File: src/rtl/dacfe_pkg.sv
package dacfe_pkg;

    localparam int CODE_W = 10;
    localparam int HI_W   = 8;
    localparam int LO_W   = CODE_W - HI_W;
    localparam int MODE_W = 2;

    typedef enum logic [MODE_W-1:0] {
        MODE_FLOW       = 2'b00,
        MODE_SINGLE     = 2'b01,
        MODE_DOUBLE     = 2'b10,
        MODE_DOUBLE_ALT = 2'b11
    } buf_mode_e;

    typedef struct packed {
        logic [HI_W-1:0] hi;
        logic [LO_W-1:0] lo;
    } code_word_t;

    typedef struct packed {
        logic load_hi;
        logic load_lo;
        logic lo_from_top;
        logic load_dac;
    } fe_ctrl_t;

    // Two's complement to offset binary: flip the top code bit.
    function automatic logic [HI_W-1:0] map_upper(input logic [HI_W-1:0] h,
                                                  input logic sgn);
        return {h[HI_W-1] ^ sgn, h[HI_W-2:0]};
    endfunction

endpackage

File: src/rtl/dacfe_ctrl.sv
module dacfe_ctrl
    import dacfe_pkg::*;
(
    input  logic              cs_n,
    input  logic              wr_n,
    input  logic              xfer_n,
    input  logic              byte_sel,
    input  logic [MODE_W-1:0] mode,
    output fe_ctrl_t          ctrl
);

    buf_mode_e mode_e;
    logic      flow;
    logic      single;
    logic      write_ok;
    logic      xfer_ok;

    always_comb begin
        mode_e   = buf_mode_e'(mode);
        flow     = (mode_e == MODE_FLOW);
        single   = (mode_e == MODE_SINGLE);
        write_ok = !cs_n && !wr_n;
        // Transfer gate does not involve chip select, so one strobe can serve many parts.
        xfer_ok  = !xfer_n && !wr_n && !byte_sel;

        ctrl.load_hi     = flow || (write_ok && byte_sel);
        ctrl.load_lo     = flow || write_ok;
        ctrl.lo_from_top = !flow && !byte_sel;
        ctrl.load_dac    = flow || single || xfer_ok;
    end

endmodule

File: src/rtl/dacfe_input_latch.sv
module dacfe_input_latch
    import dacfe_pkg::*;
(
    input  logic              clk,
    input  logic              rst,
    input  fe_ctrl_t          ctrl,
    input  logic [CODE_W-1:0] din,
    input  logic              signed_en,
    output code_word_t        cur_q,
    output code_word_t        nxt
);

    code_word_t held;

    always_comb begin
        nxt = held;
        if (ctrl.load_hi)
            nxt.hi = map_upper(din[CODE_W-1 -: HI_W], signed_en);
        if (ctrl.load_lo)
            nxt.lo = ctrl.lo_from_top ? din[CODE_W-1 -: LO_W] : din[LO_W-1:0];
    end

    always_ff @(posedge clk) begin
        if (rst)
            held <= '0;
        else
            held <= nxt;
    end

    assign cur_q = held;

endmodule

File: src/rtl/dacfe_dac_reg.sv
module dacfe_dac_reg
    import dacfe_pkg::*;
(
    input  logic       clk,
    input  logic       rst,
    input  logic       load,
    input  code_word_t d,
    output code_word_t q
);

    code_word_t r;

    always_ff @(posedge clk) begin
        if (rst)
            r <= '0;
        else if (load)
            r <= d;
    end

    assign q = r;

endmodule

File: src/rtl/dac_front_end.sv
module dac_front_end
    import dacfe_pkg::*;
(
    input  logic              clk,
    input  logic              rst,
    input  logic              cs_n,
    input  logic              wr_n,
    input  logic              xfer_n,
    input  logic              byte_sel,
    input  logic [CODE_W-1:0] din,
    input  logic [MODE_W-1:0] mode,
    input  logic              signed_en,
    output logic [CODE_W-1:0] latch_q,
    output logic [CODE_W-1:0] code_q
);

    fe_ctrl_t   ctrl;
    code_word_t latch_cur;
    code_word_t latch_nxt;
    code_word_t dac_cur;

    dacfe_ctrl u_ctrl (
        .cs_n     (cs_n),
        .wr_n     (wr_n),
        .xfer_n   (xfer_n),
        .byte_sel (byte_sel),
        .mode     (mode),
        .ctrl     (ctrl)
    );

    dacfe_input_latch u_latch (
        .clk       (clk),
        .rst       (rst),
        .ctrl      (ctrl),
        .din       (din),
        .signed_en (signed_en),
        .cur_q     (latch_cur),
        .nxt       (latch_nxt)
    );

    // The output register takes the latch's next value so a write and a transfer can share an edge.
    dacfe_dac_reg u_dac (
        .clk  (clk),
        .rst  (rst),
        .load (ctrl.load_dac),
        .d    (latch_nxt),
        .q    (dac_cur)
    );

    assign latch_q = latch_cur;
    assign code_q  = dac_cur;

endmodule

File: config.mk
export PLATFORM = sky130hd
export DESIGN_NAME = dac_front_end
export DESIGN_NICKNAME = d
export VERILOG_FILES = /design/src/rtl/dacfe_pkg.sv /design/src/rtl/dacfe_ctrl.sv /design/src/rtl/dacfe_input_latch.sv /design/src/rtl/dacfe_dac_reg.sv /design/src/rtl/dac_front_end.sv
export SDC_FILE = /design/constraint.sdc
export NUM_CORES = 1
export LEC_CHECK = 0
export CORE_UTILIZATION = 30
export CTS_CLUSTER_SIZE = 40
export DETAILED_ROUTE_END_ITERATION = 10
export PLACE_DENSITY = 0.58
export SYNTH_ARGS = -nofsm -noshare
export SYNTH_HDL_FRONTEND = slang
export SYNTH_SLANG_ARGS = --single-unit
File: constraint.sdc
create_clock -name clk -period 3.3 [get_ports clk]
set_input_delay 0.495 -clock clk [delete_from_list [all_inputs] [get_ports clk]]
set_output_delay 0.495 -clock clk [all_outputs]
set_load 0.03 [all_outputs]
==> impl_results.md <==
* Status: complete, no violations
* Total number of vias at 718
* Total Power at between 0.5 and 0.6 mW
* FP Rows at 18
* Worst-path clk slew at 100 ps
* Mean Syn Cell Area at 10.22 um2
* Worst path arrival time at about 2100 ps
* Worst path slowest cell: o31ai_4
* Worst min-delay path category: flop to flop
* HPWL after DPL at 1355 um
* Share of cells above drive strength 1 at 11.76%
* Synth Area in Compound Gates at 27.46%
* Most frequent cells in the layout: clkdlybuf4s50_1, dfxtp_1, nor2_1
* Number of top-level pins at 39
* FF/Latch Area at approximately 400 um2
* Vias in the first global route at 650
* Initial antenna violation count at 0
* First-pass DRT Iterations at 6
* Post-cts sizing count at 0
* Largest cells by area after synthesis: dfxtp_1, a211oi_2, mux2i_1, nor2_1, a21oi_1
* Vias per cell at 4.819
* Die area at 0.003010 mm2
* Crit end category: flop
* Simple-Gate Fraction of Synth Area at ~13%
* Achievable Freq at 528.6 MHz
* GRT overflow at 0
* Wire length per cell at 11.78 um
* Final hold violation count at 0
* Setup tns final at 0 ps
* Cell Area, Synth at 838.3 um2
* Post-synthesis cell type count at 22
* Root Driver: clkbuf_4
* Die X at about 55 um
* First-pass GRT wire length at 2670 um
* Power density cells at 424.7 mW/mm2
* Yosys warns at 0
* Synth Net Count at 101
* Period utilization at between 50% and 60%
* WP buf/inv at 1
* Post-synth top area cell: dfxtp_1
* Largest family of logic cells by synthesized area: compound AO/OA/AOI/OAI gates
* IO buf count at 38
* Top-area cell type share of the netlist area at 47.76%
* Worst Path Required at 3510 ps
* Final Wtd Congestion at 0.7459
* Nets@finish at 140
* CTS tree: yes
* Total core area at 0.002567 mm2
* Area of the multi-input gates at 417.9 um2
* Startpoint Class: input port
* Synth Area in Adders at 0%
* Critical path, cell by cell: clkdlybuf4s50_1, o31ai_4, o211ai_1, a21oi_1
* Slew margin rel. at between 40% and 50%
* CTS Hold Bufs at 0
* Post-CTS setup buffers at 0
* Cell area after layout at between 0.001 and 0.0015 mm2
* Largest net degree at the start of global routing at 21
* Num CTS Buffers at 3
* H-tree levels at 1
* Worst VDD drop at 229.1 uV
* WS Path Type: input port to flop
* Die height at 54.86 um
* Slew Limit Fails at 0
* Critical Path Fanout Max at 16
* Final Skew at 0.3479 ps
* CP delay by family, top: compound AO/OA/AOI/OAI gates
* Post-DRT Antenna Nets at 0
* # DRC at 0
* Min Tclk post-route at 1892 ps
* #FFs+latches synth at 20
* Leak Pwr at 0.4764 nW
* Filler Cell Count at 249
* Clock sinks at 20
* RSZ-0062 raised after global routing: no
* Synth Area in XOR/XNOR at 1.045%
* WL final at between 1500 and 2000 um
* Commonest non-fill, non-tap cell in the layout: clkdlybuf4s50_1
* Clock Latency Late Sink at 290 ps
* CTS Buffer Depth at 2
* Max_cap viols at 0
* Reg-to-reg setup timing slack at about 2300 ps
* Slowest stage delay, CP at 670 ps
* Mux cell area share after synthesis at 8.358%
* Final setup violation count at 0
* Area after DPL at 0.001236 mm2
* Gr usage total at 12.69%
* Register area share after synthesis at 47.76%
* ANT cells at 0
* Synth Instances at 82
* Worst Max-Slew Pin Slew at between 800 and 900 ps
* Layout Area Growth over Synthesis at 50.15%
* Starting Density at 32.65%
* Iteration-0 DRC Markers at 10
==> metal layers <==
metal | routed length, um | vias up | GRT usage, %
met1 | 810 | 320 | 14.98
met3 | 154 | 0 | 3.889
met4 | 0 | 0 | 6.410
met2 | 790 | 30 | 20.48
met5 | 0 | - | 0
li1 | - | 368 | -
==> final timing paths <==
kind	from	endpoint	depth (start not counted)
hold / removal	u_dac.q[1]	u_dac.q[1]	2
setup / recovery	byte_sel	u_dac.q[1]	4
hold reg to reg	u_dac.q[1]	u_dac.q[1]	2
setup reg to reg	u_latch.cur_q[1]	u_dac.q[1]	3
==> synthesized netlist by cell type, drive strengths merged <==
master and n:
xnor2 1, o21a 2, or3 2, clkbuf 2, mux2i 7, o211ai 2, o31ai 1, a211o 1
nor2 18, buf 2, a21oi 6, o31a 1, nand2 3, o21ai 2, nand2b 2, a211oi 9
dfxtp 20, a21o 1
==> metrics by stage <==
step                      instances  util, %  hold slack, ps  setup slack (ps)
after floorplan                  82        -           580.3              1825
after global placement          146    48.15           450.7              1107
after detailed placement        146    48.15           457.9              1062
after CTS                       149    49.03           473.2              1386
after global routing            149    49.03           484.4              1239
final                           149    49.03           465.3              1408
==> power breakdown <==
part / switching (mW) / internal (mW) / total [mW]
sequential: 0.00894 / 0.260 / 0.268
combinational: 0.0836 / 0.0727 / 0.156
clock: 0.0674 / 0.0424 / 0.110
==> cell families (layout without fill, tap and decap cells) <==
logic type      count (synthesis)  in the layout
compound gates                 25             25
mux                             7              7
simple gates                   25             25
xor+xnor                        1              1
buf+inv                         4             41
flops                          20             20
==> worst min-delay path: cells and delay by family (launching register included) <==
| family | cells | cell delay [ps] |
|---|---|---|
| simple gates | 1 | 50 |
| flops | 1 | 320 |
| compound gates | 1 | 50 |
==> registers in the layout, summed over array words and instances, names as in the netlist <==
signal / count
u_latch.cur_q: 10
u_dac.q: 10
==> cell type report <==
cell class,count,share of cell area [%]
Tap cell,30,2.982
Clock buffer,3,1.789
Sequential cell,20,31.81
Timing Repair Buffer,38,30.22
Multi-Input combinational cell,58,33.20
(Power assumes the default switching activity.)
